===== src/rtl/rsf_pkg.sv =====
package rsf_pkg;

   typedef struct packed {
      logic brk;
      logic frm;
      logic par;
   } rsf_flags_t;

   localparam int          RSF_CMD_W      = 4;
   localparam logic [3:0]  RSF_CMD_CLRERR = 4'b0100;
   localparam logic [3:0]  RSF_CMD_RXRST  = 4'b0010;

endpackage


===== src/rtl/rsf_store.sv =====
module rsf_store
   import rsf_pkg::*;
#(
   parameter int DATA_W = 8,
   parameter int DEPTH  = 8
)(
   input  logic              clk,
   input  logic              rst_n,
   input  logic              flush,
   input  logic              wr_en,
   input  logic [DATA_W-1:0] wr_data,
   input  rsf_flags_t        wr_flags,
   input  logic              pop,
   input  logic              clr_flags,
   output logic [DATA_W-1:0] head_data,
   output rsf_flags_t        head_flags,
   output logic [$clog2(DEPTH+1)-1:0] count
);
   localparam int AW = $clog2(DEPTH);
   localparam int CW = $clog2(DEPTH+1);

   logic [DATA_W-1:0] mem_q [DEPTH];
   rsf_flags_t        flg   [DEPTH];
   logic [AW-1:0]     wr_ptr_q, rd_ptr_q;
   logic [CW-1:0]     cnt_q;

   always_ff @(posedge clk) begin
      if (wr_en) mem_q[wr_ptr_q] <= wr_data;
   end

   for (genvar i = 0; i < DEPTH; i++) begin : g_slot
      rsf_flags_t slot_q;
      always_ff @(posedge clk or negedge rst_n) begin
         if (!rst_n)                                    slot_q <= '0;
         else if (flush)                                slot_q <= '0;
         else if (wr_en && wr_ptr_q == AW'(i))          slot_q <= wr_flags;
         else if (clr_flags)                            slot_q <= '0;
      end
      assign flg[i] = slot_q;
   end

   always_ff @(posedge clk or negedge rst_n) begin
      if (!rst_n) begin
         wr_ptr_q <= '0;
         rd_ptr_q <= '0;
         cnt_q    <= '0;
      end else if (flush) begin
         wr_ptr_q <= '0;
         rd_ptr_q <= '0;
         cnt_q    <= '0;
      end else begin
         if (wr_en) wr_ptr_q <= wr_ptr_q + 1'b1;
         if (pop)   rd_ptr_q <= rd_ptr_q + 1'b1;
         cnt_q <= cnt_q + CW'(wr_en) - CW'(pop);
      end
   end

   assign head_data  = mem_q[rd_ptr_q];
   assign head_flags = flg[rd_ptr_q];
   assign count      = cnt_q;

   AST_NO_OVERFLOW:  assert property (@(posedge clk) disable iff (!rst_n)
      (wr_en && !pop && !flush) |-> (cnt_q != CW'(DEPTH)));
   AST_NO_UNDERFLOW: assert property (@(posedge clk) disable iff (!rst_n)
      (pop && !flush) |-> (cnt_q != '0));

endmodule


===== src/rtl/rsf_hold.sv =====
module rsf_hold
   import rsf_pkg::*;
#(
   parameter int DATA_W = 8
)(
   input  logic              clk,
   input  logic              rst_n,
   input  logic              flush,
   input  logic              push_v,
   input  logic [DATA_W-1:0] push_data,
   input  rsf_flags_t        push_flags,
   input  logic              full,
   input  logic              pop,
   input  logic              clr,
   output logic              wr_en,
   output logic [DATA_W-1:0] wr_data,
   output rsf_flags_t        wr_flags,
   output logic              ovr
);
   logic              hold_v_q;
   logic [DATA_W-1:0] hold_d_q;
   rsf_flags_t        hold_f_q;
   logic              ovr_q;
   logic              move, direct, to_hold, ovr_set;

   assign move    = pop && hold_v_q;
   assign direct  = push_v && (!full || (pop && !hold_v_q));
   assign to_hold = push_v && !direct;
   assign ovr_set = to_hold && hold_v_q && !move;

   assign wr_en    = move || direct;
   assign wr_data  = move ? hold_d_q : push_data;
   assign wr_flags = move ? (clr ? '0 : hold_f_q) : push_flags;

   always_ff @(posedge clk or negedge rst_n) begin
      if (!rst_n) begin
         hold_v_q <= 1'b0;
         hold_d_q <= '0;
         hold_f_q <= '0;
      end else if (flush) begin
         hold_v_q <= 1'b0;
         hold_f_q <= '0;
      end else if (to_hold) begin
         hold_v_q <= 1'b1;
         hold_d_q <= push_data;
         hold_f_q <= push_flags;
      end else begin
         if (move) hold_v_q <= 1'b0;
         if (clr)  hold_f_q <= '0;
      end
   end

   always_ff @(posedge clk or negedge rst_n) begin
      if (!rst_n)       ovr_q <= 1'b0;
      else if (ovr_set) ovr_q <= 1'b1;
      else if (clr)     ovr_q <= 1'b0;
   end

   assign ovr = ovr_q;

   AST_HOLD_ONLY_FULL: assert property (@(posedge clk) disable iff (!rst_n)
      hold_v_q |-> full);
   AST_OVR_STICKY: assert property (@(posedge clk) disable iff (!rst_n)
      (ovr_q && !clr) |=> ovr_q);
   AST_OVR_CAUSE: assert property (@(posedge clk) disable iff (!rst_n)
      $rose(ovr_q) |-> $past(push_v && hold_v_q && !pop));

endmodule


===== src/rtl/rsf_errview.sv =====
module rsf_errview
   import rsf_pkg::*;
#(
   parameter bit BLOCK_EN = 1'b1
)(
   input  logic       clk,
   input  logic       rst_n,
   input  logic       flush,
   input  logic       clr,
   input  logic       blk_mode,
   input  logic       nonempty,
   input  rsf_flags_t head_flags,
   input  logic       wr_en,
   input  rsf_flags_t wr_flags,
   output rsf_flags_t err
);
   rsf_flags_t head_view;
   assign head_view = nonempty ? head_flags : '0;

   if (BLOCK_EN) begin : g_block
      rsf_flags_t acc_q;
      always_ff @(posedge clk or negedge rst_n) begin
         if (!rst_n)     acc_q <= '0;
         else if (flush) acc_q <= '0;
         else            acc_q <= (clr ? '0 : acc_q) | (wr_en ? wr_flags : '0);
      end
      assign err = blk_mode ? acc_q : head_view;

      AST_ACC_STICKY: assert property (@(posedge clk) disable iff (!rst_n)
         (!clr && !flush) |=> ((acc_q & $past(acc_q)) == $past(acc_q)));
   end else begin : g_char_only
      logic unused_blk;
      assign unused_blk = ^{clk, rst_n, flush, clr, blk_mode, wr_en, wr_flags};
      assign err = head_view;
   end

endmodule


===== src/rtl/rx_status_fifo.sv =====
module rx_status_fifo
   import rsf_pkg::*;
#(
   parameter int DATA_W   = 8,
   parameter int DEPTH    = 8,
   parameter bit BLOCK_EN = 1'b1
)(
   input  logic              clk,
   input  logic              rst_n,
   input  logic              rx_valid,
   input  logic [DATA_W-1:0] rx_data,
   input  logic              rx_brk,
   input  logic              rx_frm,
   input  logic              rx_par,
   input  logic              rd_en,
   input  logic              cmd_valid,
   input  logic [3:0]        cmd_code,
   input  logic              blk_mode,
   input  logic              tx_empty,
   input  logic              tx_ready,
   output logic [DATA_W-1:0] rd_data,
   output logic [7:0]        status
);
   localparam int CW = $clog2(DEPTH+1);

   if (DEPTH < 2 || (DEPTH & (DEPTH-1)) != 0) begin : g_bad_depth
      $error("rx_status_fifo: DEPTH must be a power of two, at least 2");
   end
   if (DATA_W < 1) begin : g_bad_width
      $error("rx_status_fifo: DATA_W must be positive");
   end
   if (RSF_CMD_W != 4) begin : g_bad_cmd
      $error("rx_status_fifo: command width mismatch");
   end

   logic              flush, clr, push_v, pop, full, nonempty, ovr;
   logic              wr_en;
   logic [DATA_W-1:0] wr_data, head_data;
   rsf_flags_t        wr_flags, head_flags, push_flags, err;
   logic [CW-1:0]     count;
   logic [DATA_W-1:0] rd_data_q;

   assign flush      = cmd_valid && (cmd_code == RSF_CMD_RXRST);
   assign clr        = cmd_valid && (cmd_code == RSF_CMD_CLRERR);
   assign push_v     = rx_valid && !flush;
   assign nonempty   = (count != '0);
   assign full       = (count == CW'(DEPTH));
   assign pop        = rd_en && nonempty && !flush;
   assign push_flags = '{brk: rx_brk, frm: rx_frm, par: rx_par};

   rsf_hold #(.DATA_W(DATA_W)) u_hold (
      .clk(clk), .rst_n(rst_n), .flush(flush),
      .push_v(push_v), .push_data(rx_data), .push_flags(push_flags),
      .full(full), .pop(pop), .clr(clr),
      .wr_en(wr_en), .wr_data(wr_data), .wr_flags(wr_flags), .ovr(ovr)
   );

   rsf_store #(.DATA_W(DATA_W), .DEPTH(DEPTH)) u_store (
      .clk(clk), .rst_n(rst_n), .flush(flush),
      .wr_en(wr_en), .wr_data(wr_data), .wr_flags(wr_flags),
      .pop(pop), .clr_flags(clr),
      .head_data(head_data), .head_flags(head_flags), .count(count)
   );

   rsf_errview #(.BLOCK_EN(BLOCK_EN)) u_err (
      .clk(clk), .rst_n(rst_n), .flush(flush), .clr(clr),
      .blk_mode(blk_mode), .nonempty(nonempty), .head_flags(head_flags),
      .wr_en(wr_en), .wr_flags(wr_flags), .err(err)
   );

   always_ff @(posedge clk or negedge rst_n) begin
      if (!rst_n)   rd_data_q <= '0;
      else if (pop) rd_data_q <= head_data;
   end

   assign rd_data = rd_data_q;
   assign status  = {err.brk, err.frm, err.par, ovr, tx_empty, tx_ready, full, nonempty};

   AST_FULL_HELD_READ: assert property (@(posedge clk) disable iff (!rst_n)
      (status[1] && rx_valid && rd_en && !cmd_valid) ##0 (status[1]) |=> status[1]);
   AST_EMPTY_READ_QUIET: assert property (@(posedge clk) disable iff (!rst_n)
      (!status[0] && rd_en && !rx_valid && !cmd_valid) |=> ($stable(rd_data) && !status[0]));
   AST_READY_SOURCE: assert property (@(posedge clk) disable iff (!rst_n)
      $rose(status[0]) |-> $past(rx_valid));

endmodule


===== config.mk =====
export PLATFORM = sky130hd
export DESIGN_NAME = rx_status_fifo
export DESIGN_NICKNAME = d
export VERILOG_FILES = /design/src/rtl/rsf_pkg.sv /design/src/rtl/rsf_store.sv /design/src/rtl/rsf_hold.sv /design/src/rtl/rsf_errview.sv /design/src/rtl/rx_status_fifo.sv
export SDC_FILE = /design/constraint.sdc
export NUM_CORES = 1
export LEC_CHECK = 0
export ABC_CLOCK_PERIOD_IN_PS = 5400
export CORE_MARGIN = 1.5
export CORE_UTILIZATION = 63
export CTS_CLUSTER_SIZE = 14
export DETAILED_ROUTE_END_ITERATION = 10
export DONT_BUFFER_PORTS = 1
export MAX_ROUTING_LAYER = met4
export PLACE_DENSITY = 0.79
export SETUP_SLACK_MARGIN = 0.05
export SYNTH_ARGS = -nofsm -noshare
export SYNTH_HDL_FRONTEND = slang
export SYNTH_SLANG_ARGS = --single-unit

===== constraint.sdc =====
create_clock -name clk -period 5.4 [get_ports clk]
set_input_delay 1.62 -clock clk [delete_from_list [all_inputs] [get_ports clk]]
set_output_delay 1.62 -clock clk [all_outputs]
set_load 0.05 [all_outputs]

# Yosys cells after proc, flatten, opt, wreduce, memory -nomap -nowiden

Memory sizes are Yosys's and may differ from the RTL's. A register that Yosys moved wholly into a read port is not among the register bits.
Index checks and enable logic that the tools add are counted.

Register bits: 50
RAM bits: 64
Input bits: 23
Output and inout port bits: 16
Logic and storage cells: 139
Memories: 1

Memory list:

| name          | depth | bits a word | read ports | clocked after Yosys merged registers in | wr ports | line            | RTL |
|---|---|---|---|---|---|---|---|
| u_store.mem_q | 8     | 8           | 1          | 1                                       | 1        | rsf_store.sv:22 | `logic [DATA_W-1:0] mem_q [DEPTH];` |

Add/sub/neg operators: 4
Order comparisons: 1
Eq/ne operators: 10
Multiplexer cells: 42
Bitwise logic cells: 3
Reductions and logical operators: 42

Operator list:

| cell                | number |
|---|---|
| $mux 3              | 32 |
| $reduce_bool 3->1   | 9 |
| $logic_and 1x1->1   | 19 |
| $eq 3x3->1 const B  | 4 |
| $bmux 3 s3          | 1 |
| $mux 8              | 1 |
| $mux 1              | 7 |
| $add 3x1->3 const B | 2 |
| $eq 3x2->1 const B  | 2 |
| $logic_not 1->1     | 6 |
| $reduce_bool 2->1   | 3 |
| $add 4x1->4         | 1 |
| $eq 4x2->1 const B  | 1 |
| $eq 4x3->1 const B  | 1 |
| $eq 4x4->1 const B  | 1 |
| $ge 4x4->1 const B  | 1 |
| $mux 4              | 1 |
| $not 3->4           | 1 |
| $reduce_bool 4->1   | 1 |
| $sub 4x1->4         | 1 |
| $eq 3x1->1 const B  | 1 |
| $logic_not 3->1     | 1 |
| $or 3x3->3          | 1 |
| $logic_or 1x1->1    | 2 |
| other kinds (2)     | 2 |

# Depth between registers and ports, before layout

Gate-level depths: netlist of the first run.

Depth after elaboration: 12
Mapped depth: 14
Mapped depth without buffers: 13

# Cells and area by module

A second synthesis of the first run with hierarchy kept.

Cell total of the unflattened synthesis: 365
Area, all modules: 5537.8 sq um

By module, submodules not included:

| module         | times used | cells an instance | area an instance (sq um) |
|---|---|---|---|
| rsf_store      | 1          | 258               | 4219.0 |
| rsf_hold       | 1          | 59                | 732.0 |
| rx_status_fifo | 1          | 30                | 430.4 |
| rsf_errview    | 1          | 18                | 156.4 |

# Worst setup path before layout of the first run

OpenSTA, ideal clock, no wires.

Path kind: input-to-output
From: input port blk_mode
To: output port status[5]
Arrival: 2229 ps
Data required time: 3780 ps
Slack: 1551 ps
Cell stages on the path: 2
Path through: nor2b_1 > a22o_1

Longest elaborated chain between the ends: 1

Ends and longest elaborated chain:

| what        | line                 | RTL |
|---|---|---|
| from (decl) | rx_status_fifo.sv:18 | `input logic blk_mode,` |
| $mux 3      | rsf_errview.sv:27    | `assign err = blk_mode ? acc_q : head_view;` |
| to (decl)   | rx_status_fifo.sv:22 | `output logic [7:0] status` |

No other way between the ends.

# Worst setup path after layout of the first run

From: register u_store.rd_ptr_q[0]
To: output port status[6]

Longest elaborated chain between the ends: 6

Ends and longest elaborated chain:

| what                                      | line              | RTL |
|---|---|---|
| from (decl)                               | rsf_store.sv:24   | `logic [AW-1:0] wr_ptr_q, rd_ptr_q;` |
| from (signal assigned)                    | rsf_store.sv:53   | `if (pop) rd_ptr_q <= rd_ptr_q + 1'b1;` |
| $not 3->4 (not written as such)           | rsf_store.sv:59   | `assign head_flags = flg[rd_ptr_q];` |
| $bmux 3 s3                                | rsf_store.sv:59   |  |
| $mux 3 (not written as such) (2 in a row) | rsf_store.sv:59   |  |
| $mux 3                                    | rsf_errview.sv:18 | `assign head_view = nonempty ? head_flags : '0;` |
| $mux 3                                    | rsf_errview.sv:27 |  |

No other way between the ends. The select of a mux whose other input is x is not followed.

==> run_results.csv, run 1 <==
group,metric,value,unit
die,die-width,96.9,um
logic_synthesis,syn_area_per_cell,14.3,um2
detailed_routing,wl_per_cell,21.1,um
pwr,power_leakage,0.00249,uW
sta,relSlewSlack,28.6,%
finish,layout_commonest_cell,"nand2_1",
run,max-cap-violations,0,
worst_setup_path,crit_type,"register to output pin",
detailed_routing,via_count,3118,
worst_setup_path,worst_setup_path_end_kind,"output pin",
sta,skew,0.00683,ns
die,pin_count,39,
finish,final_net_count,426,
finish,n_fill_cell,545,
finish,diodes,0,
finish,fin_cells,509,
die,rows,34,
sta,finalHoldViolCount,0,
clock_network,clk_latency,0.52,ns
clock_network,cts.repair.resized,0,
worst_setup_path,critPathMaxFanout,15,
detailed_routing,drtIter0Drc,279,
logic_synthesis,ys_ff_latch,122,
logic_synthesis,synthesis.nets,426,
global_route,grt_pass1_vias,3207,
global_route,grt.total_usage,25.4,%
worst_setup_path,arrival,2.76,ns
clock_network,post_cts_buffers,0,
placed_design,placedCellCount,478,
die,coreArea,8640,um2
detailed_routing,firstDrtPassIters,4,
detailed_routing,viasPerCell,6.13,
detailed_routing,drt.antenna.violating_nets,0,
finish,multi_input_area,1970,um2
logic_synthesis,ys_types,52,
pwr,power_density,594,nW/um2
logic_synthesis,syn_area,5560,um2
detailed_routing,wl,10700,um
worst_setup_path,crit_required,3.78,ns
finish,layout-drive-gt1-share,20.9,%
finish,area_growth,10.7,%
global_route,grt_pass1_wl,17400,um
die,start_util,64.3,%
clock_network,h-tree-depth,4,
sta,rsz0062_at_grt,"no",
clock_network,cts_root_buf,"clkbuf_8",
logic_synthesis,ys_dominant_reg_cell,"edfxtp_1",
clock_network,clockBufferDepth,2,
run_status,outcome,"completed",
clock_network,clock-sinks,122,
logic_synthesis,synth_edf_count,64,
clock_network,cts_tree,"yes",
logic_synthesis,ys_seq_area_share,60.7,%
sta,fmax,228,MHz
logic_synthesis,synthCells,389,
detailed_routing,drc,0,
pwr,ir_drop,0.400,mV
sta,drv_slew,0,
pwr,finalPower,3650,uW
finish,regArea,3370,um2
sta,finalSetupViolCount,0,
die,die_h,96.9,um
clock_network,cts_made_buffers,17,
logic_synthesis,yosysWarnings,0,
placed_design,place.gp.congestion,0.811,
global_route,grt_max_degree,59,
die,floorplan.die_area,9390,um2
worst_setup_path,worstSetupStartpointType,"register",
clock_network,path_clk_slew,0.06,ns
clock_network,cts_hold_buf,0,
sta,fin_tns_setup,0,ns
finish,final_cell_mix,"72 x nand2_1, 64 x edfxtp_1, 58 x dfrtp_1",
sta,tightest_slew,1.07,ns
min_path,min_path_type,"register to register",
sta,fin_crit_sh,81.1,%
finish,final_util,71.2,%
global_route,antenna_found_initial,0,
placed_design,dp_hpwl,6720,um
sta,layout_min_cycle_time,4.38,ns
global_route,grt_overflow,0,
logic_synthesis,async_flop_share,47.5,%
placed_design,numPortBuffers,0,
## cell type report
class | count | share of cell area (%)
clock inverters | 14 | 2.66
multi-input cells | 230 | 32.0
repair buffers | 7 | 0.854
well taps | 108 | 2.20
inverters | 11 | 0.671
flip-flops and latches | 122 | 54.8
clock buffers | 17 | 6.73
## path summary, 6_finish.rpt
check	start	end	slack (ns)	depth (start not counted)
setup / recovery	u_store.rd_ptr_q[0]	status[6]	1.02	3
hold / removal	u_err.g_block.acc_q[2]	u_err.g_block.acc_q[2]	0.51	2
setup reg to reg	u_store.count[2]	u_store.count[2]	1.99	11
hold reg to reg	u_err.g_block.acc_q[2]	u_err.g_block.acc_q[2]	0.51	2
max in group asynchronous	rst_n	u_hold.hold_d_q[6]	4.52	0
min in group asynchronous	rst_n	rd_data[3]	0.79	0
## stage by stage
step / setup slack (ns) / hold slack (ns) / instance area (um2)
after global placement: 1.46 / 0.472 / 5570
after global routing: 0.903 / 0.523 / 6150
after CTS: 0.971 / 0.508 / 6150
final: 1.02 / 0.510 / 6150
after detailed placement: 1.36 / 0.491 / 5570
after floorplan: 1.55 / 0.456 / 5560
## synthesized netlist by cell type (4+ instances only)
| master | instances | area [um2] |
|---|---|---|
| nand2_1 | 72 | 270 |
| edfxtp_1 | 64 | 1920 |
| dfrtp_1 | 58 | 1450 |
| mux2i_1 | 32 | 320 |
| mux4_2 | 22 | 495 |
| ha_1 | 13 | 163 |
| o21ai_0 | 12 | 60.1 |
| inv_1 | 10 | 37.5 |
| mux2_2 | 9 | 101 |
| nor2_1 | 9 | 33.8 |
| clkbuf_1 | 8 | 30.0 |
| buf_4 | 7 | 52.6 |
| nand3_1 | 7 | 35.0 |
| nor3_1 | 5 | 25.0 |
| buf_6 | 4 | 45.0 |
## flip-flops by register name, summed over array words and instances, names as in the netlist, 3 cells and up
register,count
rd_data,8
u_hold.hold_d_q,8
u_store.count,4
u_store.mem_q,64
u_store.flg,24
u_hold.hold_f_q,3
u_store.rd_ptr_q,3
u_store.wr_ptr_q,3
u_err.g_block.acc_q,3
## report_power, final
| part | internal, uW | total, uW | switching (uW) |
|---|---|---|---|
| registers | 1260 | 1580 | 321 |
| clock network | 665 | 1100 | 435 |
| logic | 471 | 969 | 498 |
| total | 2400 | 3650 | 1250 |
## critical path: stages, from the launching register on
cell and delay, ns:
dfrtp_1 0.95, mux4_2 0.61, mux2_2 0.29, a22o_1 0.38
## routing by layer
metal / vias to the layer above / GRT usage, % / part of all wire, %
met5: - / - / 0
met4: 0 / 8.36 / 1.6
met3: 17 / 7.23 / 6.8
met2: 114 / 38.5 / 48
met1: 1570 / 33.9 / 43
li1: 1417 / - / -
## kinds of logic after synthesis
kind of cell    count (synthesis)  synth area share [%]
compound gates                 32                  4.78
xor+xnor                        4                 0.631
fa+ha+maj                      14                  3.29
buf+inv                        37                  3.81
flops                         122                  60.7
mux                            65                  17.0
simple gates                  115                  9.73
No activity file was read; power rests on OpenSTA's default activity.
==> run 2, diff against run 1 <==
--- a/config.mk
+++ b/config.mk
@@ -5,14 +5,15 @@
 export SDC_FILE = /design/constraint.sdc
 export NUM_CORES = 1
 export LEC_CHECK = 0
-export ABC_CLOCK_PERIOD_IN_PS = 5400
+export ABC_AREA = 1
+export ABC_CLOCK_PERIOD_IN_PS = 3780
 export CORE_MARGIN = 1.5
-export CORE_UTILIZATION = 63
+export CORE_UTILIZATION = 57
 export CTS_CLUSTER_SIZE = 14
 export DETAILED_ROUTE_END_ITERATION = 10
 export DONT_BUFFER_PORTS = 1
 export MAX_ROUTING_LAYER = met4
-export PLACE_DENSITY = 0.79
+export PLACE_DENSITY = 0.75
 export SETUP_SLACK_MARGIN = 0.05
 export SYNTH_ARGS = -nofsm -noshare
 export SYNTH_HDL_FRONTEND = slang
==> constraint.sdc (replaced) <==
create_clock -name clk -period 3.78 [get_ports clk]
set_input_delay 1.134 -clock clk [delete_from_list [all_inputs] [get_ports clk]]
set_output_delay 1.134 -clock clk [all_outputs]
set_load 0.05 [all_outputs]
==> run 2 against run 1 <==
Net effect: first-iteration DRC count grew 42%; sequential cell count is the same; global-route usage grew 1.1 points; highest routed layer unchanged.
==> run_results.csv, run 2 <==
group,metric,value,unit
die,rows,35,
sta,skew,0.00967,ns
clock_network,cts.repair.resized,0,
min_path,min_path_type,"input port to asynchronous set/reset pin",
sta,relSlewSlack,27.9,%
finish,area_growth,12.9,%
finish,layout_commonest_cell,"nand2_1",
die,die_h,102,um
pwr,power_leakage,0.00270,uW
logic_synthesis,async_flop_share,47.5,%
finish,regArea,3370,um2
pwr,power_density,873,nW/um2
detailed_routing,wl_per_cell,17.2,um
detailed_routing,viasPerCell,5.86,
detailed_routing,dr.max_layer_used,"met4",
worst_setup_path,setup.reg_to_reg.worst_slack,0.97,ns
finish,final_cell_mix,"99 x nand2_1, 70 x o21ai_0, 64 x edfxtp_1",
pwr,p_comb_share,29.8,%
pwr,switching_share,38.4,%
logic_synthesis,ys_seq_area_share,61.0,%
detailed_routing,drt.antenna.violating_nets,0,
worst_setup_path,arrival,2.26,ns
die,coreArea,9330,um2
die,pin_count,39,
global_route,antenna_found_initial,0,
clock_network,cts_tree,"yes",
die,floorplan.die_area,10300,um2
sta,tightest_slew,1.07,ns
clock_network,post_cts_buffers,0,
sta,finalSetupViolCount,0,
worst_setup_path,critPathMaxFanout,45,
finish,n_fill_cell,684,
logic_synthesis,synthTopCellsByArea,"edfxtp_1 35%, dfrtp_1 26%, nand2_1 6.7%",
finish,final_area,6240,um2
detailed_routing,drc,0,
worst_setup_path,worst_setup_path_end_kind,"output pin",
worst_setup_path,cp_top_family,"compound AO/OA/AOI/OAI gates",
logic_synthesis,yosys.area.top_type,"edfxtp_1",
global_route,grt_max_degree,59,
clock_network,clockBufferDepth,2,
detailed_routing,wl_met1,5470,um
global_route,grt_pass1_wl,20000,um
finish,layout-drive-gt1-share,11.7,%
worst_setup_path,crit_type,"register to output pin",
sta,layout_min_cycle_time,3.39,ns
logic_synthesis,synth_edf_count,64,
global_route,grt_overflow,0,
clock_network,cts_hold_buf,0,
worst_setup_path,worst_path_most_repeated_cell,"buf_4",
worst_setup_path,crit_buf_inv,2,
pwr,power_frac_clock,30.1,%
placed_design,dp_hpwl,7750,um
logic_synthesis,yosysWarnings,0,
finish,final_net_count,595,
sta,fin_crit_sh,89.8,%
finish,largest_register_ffs,64,
sta,finalHoldViolCount,0,
clock_network,clock-sinks,122,
finish,multi_input_area,1820,um2
detailed_routing,wl,12000,um
pwr,seq_power_share,40.1,%
pwr,ir_drop,0.479,mV
logic_synthesis,syn_area,5530,um2
worst_setup_path,cp_slowest_cell,"buf_4",
run,max-cap-violations,0,
sta,fmax,295,MHz
worst_setup_path,crit_required,2.65,ns
logic_synthesis,ys_types,30,
logic_synthesis,yosysMostFrequentCell,"nand2_1",
detailed_routing,wl_met2,5590,um
sta,rsz0062_at_grt,"no",
global_route,grt_pass1_vias,4019,
sta,drv_slew,0,
clock_network,cts_root_buf,"clkbuf_8",
placed_design,dpl_cell_area,5640,um2
logic_synthesis,synthesis.nets,592,
die,start_util,59.3,%
clock_network,path_clk_slew,0.07,ns
logic_synthesis,yosys-top-cells-count,"99 x nand2_1, 73 x o21ai_0, 64 x edfxtp_1, 63 x nor2_1, 58 x dfrtp_1",
run_status,outcome,"completed",
logic_synthesis,ys_ff_latch,122,
die,die-width,102,um
worst_setup_path,worstSetupStartpointType,"register",
sta,fin_tns_setup,0,ns
finish,largest_register,"u_store.mem_q",
logic_synthesis,synthCells,555,
placed_design,place.gp.congestion,0.853,
clock_network,cts_made_buffers,17,
logic_synthesis,synth_top_area_share,34.8,%
clock_network,clk_latency,0.52,ns
detailed_routing,drtIter0Drc,395,
placed_design,numPortBuffers,0,
clock_network,h-tree-depth,4,
pwr,internal_power,3360,uW
finish,diodes,0,
logic_synthesis,ys_dominant_reg_cell,"edfxtp_1",
pwr,p_sw,2100,uW
detailed_routing,via_count,4101,
detailed_routing,route.met3.wl,899,um
detailed_routing,firstDrtPassIters,5,
logic_synthesis,syn_area_per_cell,9.96,um2
worst_setup_path,crit_chain,"buf_4 -> o21ai_0 -> o221ai_1 -> o211ai_1 -> o21ai_1 -> buf_4",
worst_setup_path,cpPeakStageDelay,0.38,ns
global_route,grt.total_usage,26.5,%
-- run 2: cell count changes after synthesis, moves of 27 or more --
| cell | before | now |
|---|---|---|
| nand3_1 | 7 | 55 |
| nor2_1 | 9 | 63 |
| nand2_1 | 72 | 99 |
| o21ai_0 | 12 | 73 |
| mux2i_1 | 32 | 0 |
| inv_1 | 10 | 39 |
-- run 2: path summary, 6_finish.rpt --
| kind | from | end | depth (start not counted) |
|---|---|---|---|
| max in group asynchronous | rst_n | u_store.flg[21] | 0 |
| worst max-delay path | u_store.rd_ptr_q[0] | status[7] | 6 |
| worst min register to register | u_hold.hold_d_q[0] | u_hold.hold_d_q[0] | 2 |
| min in group clk | u_hold.hold_d_q[0] | u_hold.hold_d_q[0] | 2 |
| worst max register to register | u_store.count[2] | u_store.count[2] | 14 |
| worst min-delay path | rst_n | rd_data[6] | 0 |
-- run 2: through the flow --
step / power [uW] / hold WS (ns) / setup WS [ns] / utilization (%) / instances
after CTS: 5450 / 0.289 / 0.437 / 66.9 / 700
after floorplan: 3360 / 0.453 / 0.377 / - / 555
after global routing: 5770 / 0.278 / 0.256 / 66.9 / 700
after detailed placement: 3800 / 0.473 / 0.506 / 60.5 / 668
final: 5450 / 0.304 / 0.385 / 66.9 / 700
after global placement: 3730 / 0.467 / 0.632 / 60.5 / 668
-- run 2: cells by family after synthesis --
family / count (synthesis) / share of synthesized area [%]
buffers and inverters: 78 / 6.27
AO/OA/AOI/OAI: 110 / 11.6
AND/OR/NAND/NOR: 229 / 17.5
adder cells (fa/ha/maj): 14 / 3.30
flip-flops: 122 / 61.0
XOR/XNOR: 2 / 0.317
-- run 2: routing by layer --
| layer | vias up | GRT usage (%) |
|---|---|---|
| met5 | - | - |
| met4 | 0 | 9.19 |
| met2 | 178 | 38.0 |
| met1 | 2002 | 37.1 |
| li1 | 1907 | - |
| met3 | 14 | 6.83 |
-- run 2: final cells by class --
cell class,instances,area share [%]
Tap cell,129,2.58
Clock inverter,15,3.01
Timing Repair Buffer,16,1.92
Inverter,46,2.76
Sequential cell,122,54.0
Multi-Input combinational cell,355,29.1
Clock buffer,17,6.63
-- run 2: power by group through the flow --
stage               combinational (uW)  sequential, uW  clock (uW)
floorplan                         1250            2110           0
global placement                  1540            2190           0
detailed placement                1600            2200           0
CTS                               1610            2180        1660
global route                      1830            2230        1710
finish                            1630            2180        1640
